File: config.mk
export PLATFORM = sky130hd
export DESIGN_NAME = sci_regif
export DESIGN_NICKNAME = d
export VERILOG_FILES = /design/src/rtl/sci_regif_pkg.sv /design/src/rtl/modem_watch.sv /design/src/rtl/seq_regs.sv /design/src/rtl/sci_regif.sv
export SDC_FILE = /design/constraint.sdc
export NUM_CORES = 1
export LEC_CHECK = 0
export ABC_AREA = 1
export BUFFER_PORTS_ARGS = -buffer_cell sky130_fd_sc_hd__clkbuf_2
export CAP_MARGIN = 20
export CORE_MARGIN = 1
export CORE_UTILIZATION = 57
export CTS_BUF_LIST = sky130_fd_sc_hd__clkbuf_8
export DETAILED_ROUTE_END_ITERATION = 10
export PLACE_DENSITY_LB_ADDON = 0.25
export SETUP_SLACK_MARGIN = 0.5
export SLEW_MARGIN = 30
export SYNTH_ARGS = -nofsm -noshare
export SYNTH_HDL_FRONTEND = slang
export SYNTH_SLANG_ARGS = --single-unit
File: constraint.sdc
create_clock -name clk -period 3.1 [get_ports clk]
set_clock_uncertainty 0.1 [all_clocks]
set_input_delay 0.31 -clock clk [delete_from_list [all_inputs] [get_ports clk]]
set_output_delay 0.31 -clock clk [all_outputs]
set_load 0.05 [all_outputs]
File: src/rtl/sci_regif_pkg.sv
package sci_regif_pkg;
  typedef enum logic [1:0] {
    ADR_DATA    = 2'd0,
    ADR_SYNSTAT = 2'd1,
    ADR_MODE    = 2'd2,
    ADR_CMD     = 2'd3
  } adr_e;

  localparam int CMD_DTR  = 1;
  localparam int CMD_RXEN = 2;
  localparam int CMD_RTS  = 5;

  localparam int ST_DSR = 7;
  localparam int ST_DCD = 6;
  localparam int ST_CHG = 2;
  localparam int ST_EMT = 0;

  localparam int NUM_MODEM = 2;
  localparam int MDM_DSR   = 0;
  localparam int MDM_DCD   = 1;
endpackage

File: src/rtl/modem_watch.sv
module modem_watch #(
  parameter int STAGES = 2
) (
  input  logic clk,
  input  logic rst_n,
  input  logic pin_n,
  output logic lvl_n,
  output logic chg
);
  logic [STAGES-1:0] sync_q;
  logic              prev_q;

  always_ff @(posedge clk or negedge rst_n) begin
    if (!rst_n) begin
      sync_q <= '1;
      prev_q <= 1'b1;
    end else begin
      sync_q <= {sync_q[STAGES-2:0], pin_n};
      prev_q <= sync_q[STAGES-1];
    end
  end

  assign lvl_n = sync_q[STAGES-1];
  assign chg   = lvl_n ^ prev_q;

  assert_edge_seen_R8: assert property (@(posedge clk) disable iff (!rst_n)
    chg |=> (prev_q == $past(lvl_n)));
endmodule

File: src/rtl/seq_regs.sv
module seq_regs #(
  parameter int DW     = 8,
  parameter int NUM_SD = 3
) (
  input  logic          clk,
  input  logic          rst_n,
  input  logic          sd_wr,
  input  logic          mode_acc,
  input  logic          mode_wr,
  input  logic          ptr_clr,
  input  logic [DW-1:0] wdata,
  output logic [DW-1:0] syn1,
  output logic [DW-1:0] syn2,
  output logic [DW-1:0] dle,
  output logic [DW-1:0] mode1,
  output logic [DW-1:0] mode2,
  output logic [DW-1:0] mode_rdata
);
  localparam int PW = $clog2(NUM_SD);

  logic [DW-1:0] sd_q [NUM_SD];
  logic [PW-1:0] sd_ptr;
  logic [DW-1:0] mode_q [2];
  logic          mode_ptr;

  always_ff @(posedge clk or negedge rst_n) begin
    if (!rst_n) begin
      sd_ptr <= '0;
      for (int i = 0; i < NUM_SD; i++) sd_q[i] <= '0;
    end else if (ptr_clr) begin
      sd_ptr <= '0;
    end else if (sd_wr) begin
      sd_q[sd_ptr] <= wdata;
      sd_ptr <= (sd_ptr == PW'(NUM_SD-1)) ? '0 : sd_ptr + 1'b1;
    end
  end

  always_ff @(posedge clk or negedge rst_n) begin
    if (!rst_n) begin
      mode_ptr  <= 1'b0;
      mode_q[0] <= '0;
      mode_q[1] <= '0;
    end else if (ptr_clr) begin
      mode_ptr <= 1'b0;
    end else if (mode_acc) begin
      if (mode_wr) mode_q[mode_ptr] <= wdata;
      mode_ptr <= ~mode_ptr;
    end
  end

  assign syn1       = sd_q[0];
  assign syn2       = sd_q[1];
  assign dle        = sd_q[NUM_SD-1];
  assign mode1      = mode_q[0];
  assign mode2      = mode_q[1];
  assign mode_rdata = mode_q[mode_ptr];

  assert_ptr_range_R3: assert property (@(posedge clk) disable iff (!rst_n)
    sd_ptr < PW'(NUM_SD));
  assert_first_slot_R3: assert property (@(posedge clk) disable iff (!rst_n)
    (sd_wr && !ptr_clr && sd_ptr == '0) |=> (syn1 == $past(wdata)));
  assert_ptr_clear_R5: assert property (@(posedge clk) disable iff (!rst_n)
    ptr_clr |=> (sd_ptr == '0 && !mode_ptr));
  assert_mode_step_R4: assert property (@(posedge clk) disable iff (!rst_n)
    (mode_acc && !ptr_clr) |=> (mode_ptr != $past(mode_ptr)));
endmodule

File: src/rtl/sci_regif.sv
module sci_regif
  import sci_regif_pkg::*;
#(
  parameter int DW          = 8,
  parameter int SYNC_STAGES = 2
) (
  input  logic          clk,
  input  logic          rst_n,
  input  logic          ce,
  input  logic          rw,
  input  logic [1:0]    a,
  input  logic [DW-1:0] wdata,
  output logic [DW-1:0] rdata,
  input  logic          dsr_n,
  input  logic          dcd_n,
  input  logic          txemt,
  output logic          txemt_dschg_n,
  output logic          dtr_n,
  output logic          rts_n,
  output logic          rx_en,
  output logic [DW-1:0] syn1,
  output logic [DW-1:0] syn2,
  output logic [DW-1:0] dle,
  output logic [DW-1:0] mode1,
  output logic [DW-1:0] mode2,
  output logic [DW-1:0] cmd
);
  adr_e adr;
  logic acc_cmd, acc_mode, sd_wr, st_rd;
  logic [NUM_MODEM-1:0] pin_n, lvl_n, chg;
  logic any_chg, chg_flag;
  logic [DW-1:0] cmd_q, status, mode_rdata;

  assign adr      = adr_e'(a);
  assign acc_cmd  = ce && (adr == ADR_CMD);
  assign acc_mode = ce && (adr == ADR_MODE);
  assign sd_wr    = ce && rw && (adr == ADR_SYNSTAT);
  assign st_rd    = ce && !rw && (adr == ADR_SYNSTAT);

  assign pin_n[MDM_DSR] = dsr_n;
  assign pin_n[MDM_DCD] = dcd_n;

  for (genvar g = 0; g < NUM_MODEM; g++) begin : g_mdm
    modem_watch #(.STAGES(SYNC_STAGES)) u_watch (
      .clk  (clk),
      .rst_n(rst_n),
      .pin_n(pin_n[g]),
      .lvl_n(lvl_n[g]),
      .chg  (chg[g])
    );
  end

  assign any_chg = |chg;

  seq_regs #(.DW(DW), .NUM_SD(3)) u_seq (
    .clk       (clk),
    .rst_n     (rst_n),
    .sd_wr     (sd_wr),
    .mode_acc  (acc_mode),
    .mode_wr   (rw),
    .ptr_clr   (acc_cmd),
    .wdata     (wdata),
    .syn1      (syn1),
    .syn2      (syn2),
    .dle       (dle),
    .mode1     (mode1),
    .mode2     (mode2),
    .mode_rdata(mode_rdata)
  );

  always_ff @(posedge clk or negedge rst_n) begin
    if (!rst_n) cmd_q <= '0;
    else if (acc_cmd && rw) cmd_q <= wdata;
  end

  always_ff @(posedge clk or negedge rst_n) begin
    if (!rst_n) chg_flag <= 1'b0;
    else if (any_chg) chg_flag <= 1'b1;
    else if (st_rd) chg_flag <= 1'b0;
  end

  always_comb begin
    status         = '0;
    status[ST_DSR] = ~lvl_n[MDM_DSR];
    status[ST_DCD] = ~lvl_n[MDM_DCD];
    status[ST_CHG] = chg_flag;
    status[ST_EMT] = txemt;
  end

  always_comb begin
    rdata = '0;
    if (ce && !rw) begin
      unique case (adr)
        ADR_SYNSTAT: rdata = status;
        ADR_MODE:    rdata = mode_rdata;
        ADR_CMD:     rdata = cmd_q;
        default:     rdata = '0;
      endcase
    end
  end

  assign cmd           = cmd_q;
  assign dtr_n         = ~cmd_q[CMD_DTR];
  assign rts_n         = ~cmd_q[CMD_RTS];
  assign rx_en         = cmd_q[CMD_RXEN] & ~lvl_n[MDM_DCD];
  assign txemt_dschg_n = ~(txemt | chg_flag);

  assert_cmd_out_R6: assert property (@(posedge clk) disable iff (!rst_n)
    (acc_cmd && rw) |=> (dtr_n == !$past(wdata[CMD_DTR]) && rts_n == !$past(wdata[CMD_RTS])));
  assert_chg_low_R8: assert property (@(posedge clk) disable iff (!rst_n)
    any_chg |=> !txemt_dschg_n);
  assert_clear_R9: assert property (@(posedge clk) disable iff (!rst_n)
    (st_rd && !any_chg) |=> !chg_flag);
  assert_emt_low_R10: assert property (@(posedge clk) disable iff (!rst_n)
    txemt |-> !txemt_dschg_n);
  assert_rx_gate_R11: assert property (@(posedge clk) disable iff (!rst_n)
    !cmd_q[CMD_RXEN] |-> !rx_en);
endmodule

==> impl_metrics.yaml, run 1 <==
floorplanning:
  die_y_um: 69.1
  pin_count: 77
  core_region_area_mm2: 0.00435
  die_w_um: 69.1
  initial_core_util: 0.589
  dieArea_mm2: 0.00477
  floorplan.rows: 24
clocking:
  clk_pin_slew_ns: 0.06
  cts_setup_buffers: 0
  worstSkewPairLatency_ns: 0.33
  clock-sinks: 58
  cts_tree: "done"
  cts_resized: 0
  root_buffer: "clkbuf_8"
  cts_buffers: 9
  cts_max_path_buffers: 2
  cts_htree_levels: 3
detailed_routing:
  vias_per_cell: 5.12
  wl_per_cell_um: 14.3
  drtPass1Iterations: 4
  drc: 0
  finalWirelength_um: 5870
  num_vias: 2098
  drt_iter0_drc: 135
  ant_nets: 0
setup_path:
  crit_chain: "inv_1 -> nand2_1 -> nand2_1 -> nand2_1 -> a21oi_1 -> clkbuf_2"
  worstPathMaxFanout: 11
  slowest_stage: "dfrtp_1"
  cp.buffers_inverters: 2
  r2r_end: "u_seq.mode1[2]$_DFFE_PN0P_"
  critPathMaxStageDelay_ns: 0.50
  r2r_start: "u_seq.mode_ptr$_DFFE_PN0P_"
  crit_family: "buffers and inverters"
  worstPathRequired_ns: 2.69
  rrSetupSlack_ns: 1.54
  crit_top_cell: "nand2_1"
  critical_path_arrival_ns: 1.78
  critPathCaptureType: "primary output"
  r2r_cells: 4
  cp-start-kind: "register"
  path_class: "register to primary output"
timing:
  post-route-min-period_ns: 2.19
  finalCritPeriodShare: 0.707
  worst_slack_ns: 0.907
  setup_tns_ns: 0
  rsz0062_at_grt: "false"
  final-hold-violation-count: 0
  timing.fmax_ghz: 0.456
  worst_pin_slew_ns: 0.705
  drv_slew: 0
  setup_viol: 0
  slew_headroom: 0.530
synth:
  syn_area_mm2: 0.00256
  synth_warnings: 0
  synth_cells: 277
  ys_types: 23
  synthesis.nets: 294
  synth-seq-cells: 58
  synth_area_per_cell_um2: 9.26
  yosysSeqAreaShare: 0.569
final_layout:
  antenna_cells: 0
  area_growth_pct: 20.7
  fin_nets: 373
  drive_above_1_share: 0.341
  fin_cells: 410
hold_path:
  min_path_type: "input pin to async pin"
global_routing:
  grt_max_degree: 59
  grt-ovfl-total: 0
  antenna_found_initial: 0
  grt_pass1_vias: 1963
  track_usage: 0.266
  grt_pass1_wl_um: 9600
place:
  dp_slack_ns: 1.29
  dp.cells: 395
  dp_hpwl_um: 4090
  gp_congestion: 0.868
  port-buffer-count: 76
run:
  drv_cap: 0
power_and_ir_drop:
  p_leak_uw: 0.00169
  irDropWorstVdd_mv: 0.540
  power_density_mw_per_mm2: 958
status:
  run_status: "complete, no violations"
[worst max-delay path by stage]
stage | startpoint | end | slack, ns | cells after the start
2_1_floorplan | u_seq.mode_ptr$_DFFE_PN0P_ | rdata[7] | 1.01 | 7
3_3_place_gp | u_seq.mode_ptr$_DFFE_PN0P_ | rdata[3] | 1.29 | 6
3_5_place_dp | u_seq.mode_ptr$_DFFE_PN0P_ | rdata[3] | 1.29 | 6
4_1_cts | u_seq.mode_ptr$_DFFE_PN0P_ | rdata[3] | 0.93 | 6
5_1_grt | u_seq.mode_ptr$_DFFE_PN0P_ | rdata[3] | 0.76 | 6
6_report | u_seq.mode_ptr$_DFFE_PN0P_ | rdata[3] | 0.91 | 6
[logic make-up (layout without fill, tap and decap cells)]
kind of cell              Yosys count  after routing  synth area share
xor gates and xnor gates            2              2           0.00683
buffers and inverters              39            120            0.0805
AOI/OAI and AO/OA                  60             60             0.135
and+or+nand+nor                   118            118             0.209
DFF                                58             58             0.569
[final cells by class]
class	instances	area (um2)
Tap cell	52	65.1
Clock inverter	2	7.51
Sequential cell	58	1460
Inverter	28	105
Fill cell	356	1260
Multi-Input combinational cell	180	900
Clock buffer	11	151
Timing Repair Buffer	79	408
[power by group]
part	total, uW	internal (uW)	switching [uW]	leakage [uW]
sequential	1120	955	164	0.000727
combinational	1270	275	993	0.000870
clock	579	314	265	0.0000897
[cells in the final DEF, fill, tap and decap left out]
master,netlist,final
nand3_1,10,10
buf_4,1,1
dfstp_2,6,6
nand3_2,1,1
xor2_1,2,2
nor2_1,6,6
dlygate4sd3_1,0,2
nand2_1,87,87
nand4_1,1,1
nand2_2,4,4
nand3_4,1,1
a21oi_1,9,9
clkbuf_8,0,11
inv_2,3,3
nor2_4,2,2
or2_2,1,1
clkbuf_2,0,76
inv_1,25,27
dfrtp_1,52,52
nand2_4,4,4
o21ai_2,12,12
nor3_1,1,1
o21ai_1,36,36
o21ai_0,3,3
[metrics by stage]
| step | power (uW) | utilization | instance area (um2) | hold slack, ns |
|---|---|---|---|---|
| detailed placement | 2400 | 0.670 | 2920 | 0.251 |
| global route | 3100 | 0.711 | 3100 | 0.0810 |
| CTS | 2980 | 0.711 | 3100 | 0.0358 |
| floorplan | 2090 | - | 2560 | -0.0856 |
| global placement | 2370 | 0.670 | 2920 | 0.246 |
| finish | 2970 | 0.711 | 3100 | 0.0142 |
[synthesized netlist by cell type]
cell	n	area (um2)
buf_6	7	78.8
buf_2	3	15.0
a21oi_1	9	45.0
o21ai_0	3	15.0
nand2_1	87	327
dfrtp_1	52	1300
nand3_4	1	17.5
nor2_4	2	22.5
o21ai_1	36	180
nor2_1	6	22.5
o21ai_2	12	105
dfstp_2	6	158
nand3_2	1	10.0
buf_4	1	7.51
inv_2	3	11.3
or2_2	1	6.26
xor2_1	2	17.5
nand3_1	10	50.1
nor3_1	1	5.00
inv_1	25	93.8
nand2_2	4	25.0
nand2_4	4	45.0
nand4_1	1	6.26
[metal layers]
| metal | GRT usage | share of wire | routed length, um | up-vias |
|---|---|---|---|---|
| met2 | 0.407 | 0.49 | 2870 | 73 |
| met1 | 0.370 | 0.45 | 2610 | 981 |
| li1 | - | - | - | 1036 |
| met4 | 0.0816 | 0.0094 | 55 | 0 |
| met3 | 0.0760 | 0.055 | 324 | 8 |
| met5 | 0 | 0 | 0 | - |
[timing repair]
action                     4_1_cts  5_1_grt
setup endpoints to repair        0        0
hold endpoints to repair         2        0
hold buffers                     2        0
[state kept, by name, summed over array words and instances (netlist names)]
register and flops:
u_seq.mode1 8, u_seq.mode_ptr 1, u_seq.sd_ptr 2, u_seq.dle 8, cmd 8, u_seq.mode2 8
u_seq.syn2 8, u_seq.syn1 8, chg_flag 1, g_mdm.u_watch.prev_q 2, g_mdm.u_watch.sync_q 4
Power figures use the tool's default switching activity.
==> run 2, diff against run 1 <==
- ABC_AREA: 1 -> 0
- CORE_UTILIZATION: 57 -> 48
- clock period: 3.1 -> 1.9 ns (I/O delays scaled with it)
==> run 2 against run 1 <==
  * Setup slack got worse by 0.89 ns
  * Critical path type unchanged
  * Hold slack improved by 0.080 ns
  * Sequential share of layout area fell by 8.8 points
  * Largest power group unchanged
==> impl_metrics.yaml, run 2 <==
timing:
  worst_pin_slew_ns: 0.456
  post-route-min-period_ns: 1.88
  setup_viol: 0
  timing.fmax_ghz: 0.532
  timing.hold.ws_ns: 0.0944
  finalCritPeriodShare: 0.990
  final-hold-violation-count: 0
  drv_slew: 0
  slew_headroom: 0.696
  setup_tns_ns: 0
  rsz0062_at_grt: "true"
setup_path:
  worstPathMaxFanout: 3
  critPathCaptureType: "primary output"
  cp-start-kind: "register"
  crit_family: "flip-flops"
  r2r_cells: 7
  crit_chain: "buf_6 -> mux2_4 -> a22oi_2 -> nor2_4 -> buf_8"
  r2r_end: "u_seq.mode1[5]$_DFFE_PN0P_"
  critPathMaxStageDelay_ns: 0.40
  critical_path_arrival_ns: 1.59
  rrSetupSlack_ns: 0.19
  slowest_stage: "dfrtp_1"
  cp.buffers_inverters: 2
  path_class: "register to primary output"
  r2r_start: "u_seq.mode_ptr$_DFFE_PN0P_"
  worstPathRequired_ns: 1.61
power_and_ir_drop:
  p_leak_uw: 0.00187
  irDropWorstVdd_mv: 0.842
  power_density_mw_per_mm2: 1400
clocking:
  cts_buffers: 9
  clock-sinks: 58
  clk_pin_slew_ns: 0.06
  cts_htree_levels: 3
  root_buffer: "clkbuf_8"
  worstSkewPairLatency_ns: 0.33
  cts_max_path_buffers: 2
  cts_tree: "done"
status:
  run_status: "complete, no violations"
floorplanning:
  die_y_um: 74.5
  dieArea_mm2: 0.00555
  floorplan.rows: 26
  core_region_area_mm2: 0.00507
  die_w_um: 74.5
  pin_count: 77
  initial_core_util: 0.497
hold_path:
  hp-start: "wdata[2]"
  whs_endpoint: "u_seq.syn2[2]$_DFFE_PN0P_"
  min_path_type: "input pin to register"
  min_path_cells: 2
detailed_routing:
  drc: 0
  num_vias: 1790
  drt_iter0_drc: 52
  ant_nets: 0
  wl_per_cell_um: 17.2
  finalWirelength_um: 6050
  vias_per_cell: 5.10
  drtPass1Iterations: 4
synth:
  ys_types: 31
  synth-edff-count: 0
  synth_area_leader_cell: "dfrtp_1"
  synth_top_cells_by_area: "dfrtp_1, mux2_2, dfstp_2"
  synth_area_per_cell_um2: 14.5
  synth-seq-cells: 58
  synth_cells: 174
  synthArstFlopShare: 1.00
  synthesis.nets: 191
  syn_area_mm2: 0.00252
  yosysMostFrequentCell: "dfrtp_1"
  synth_commonest_cells: "dfrtp_1, mux2_2, mux2_4, nor2_1, nand2_1"
  yosysSeqAreaShare: 0.578
  netlist.area_leader.share: 0.516
  synth_ff_type: "dfrtp_1"
  synth_warnings: 0
place:
  port-buffer-count: 76
  gp_congestion: 0.808
  dp_hpwl_um: 3810
global_routing:
  grt-ovfl-total: 0
  grt_pass1_wl_um: 9260
  grt_pass1_vias: 1763
  grt_max_degree: 59
  antenna_found_initial: 0
  track_usage: 0.235
final_layout:
  final_util: 0.763
  fin_nets: 293
  final_common_cell: "clkbuf_2"
  antenna_cells: 0
  layout_common_cells: "clkbuf_2, mux2_4, dfrtp_1, dfrtp_2, clkbuf_8"
  drive_above_1_share: 0.797
  fill_cells: 315
  area_growth_pct: 53.5
run:
  drv_cap: 0
## run 2: changes by cell type after synthesis, sizes merged, moves of 5 or more
cell / change
nand2: -88
mux2: +57
o21ai: -48
inv: -26
nand3: -10
a21oi: -7
buf: -6
nor2b: +5
## run 2: layout make-up
| type | count | area [um2] | share of cell area |
|---|---|---|---|
| sequential | 58 | 1480 | 0.383 |
| multi-input combinational | 107 | 1360 | 0.350 |
| timing repair buffer | 98 | 713 | 0.184 |
| clock buffer | 13 | 179 | 0.0462 |
| tap | 70 | 87.6 | 0.0226 |
| clock inverter | 3 | 37.5 | 0.00970 |
| inverter | 2 | 15.0 | 0.00388 |
## run 2: logic make-up after synthesis
kind of cell	after synthesis	synth area share
DFF	58	0.578
xor gates and xnor gates	2	0.00695
muxes	59	0.274
and+or+nand+nor	31	0.0828
buffers and inverters	10	0.0208
AOI/OAI and AO/OA	14	0.0367
## run 2: how the worst max path moves through the flow
stage	from	to	slack, ns	cells after the start
after CTS	u_seq.mode_ptr$_DFFE_PN0P_	rdata[0]	-0.03	5
after detailed placement	ce	u_seq.syn1[5]$_DFFE_PN0P_	0.19	4
after global routing	u_seq.mode_ptr$_DFFE_PN0P_	rdata[2]	-0.03	5
after global placement	ce	u_seq.syn1[3]$_DFFE_PN0P_	0.22	4
final	u_seq.mode_ptr$_DFFE_PN0P_	rdata[0]	0.02	5
after floorplan	cmd[1]$_DFFE_PN0P_	rdata[1]	0.12	2
## run 2: per-stage QoR
step                worst slack, ns  total power [uW]  instance area (um2)  cells
detailed placement            0.186              3990                 3290    322
finish                       0.0188              5410                 3870    351
floorplan                     0.118              3500                 2820    174
global route                -0.0328              5650                 3870    351
CTS                         -0.0271              5360                 3790    346
global placement              0.217              3960                 3290    322
## run 2: power by group
part           switching (uW)  total [uW]  internal [uW]
clock                     467        1210            740
sequential                248        1810           1560
combinational            1540        2400            857
## run 2: what timing repair did
item,CTS,global route
hold endpoints to repair,54,0
gates resized for setup,52,22
endpoints found under the setup margin,36,49
pin swaps,10,5
setup buffers,4,4
hold buffers,3,0
gates cloned,1,1
## run 2: layer usage
metal | up-vias | part of all wire | track usage | wire [um]
met5 | - | 0 | 0 | 0
met3 | 8 | 0.040 | 0.0583 | 240
met4 | 0 | 0.012 | 0.0818 | 72
met1 | 907 | 0.46 | 0.334 | 2800
li1 | 814 | - | - | -
met2 | 61 | 0.49 | 0.353 | 2940
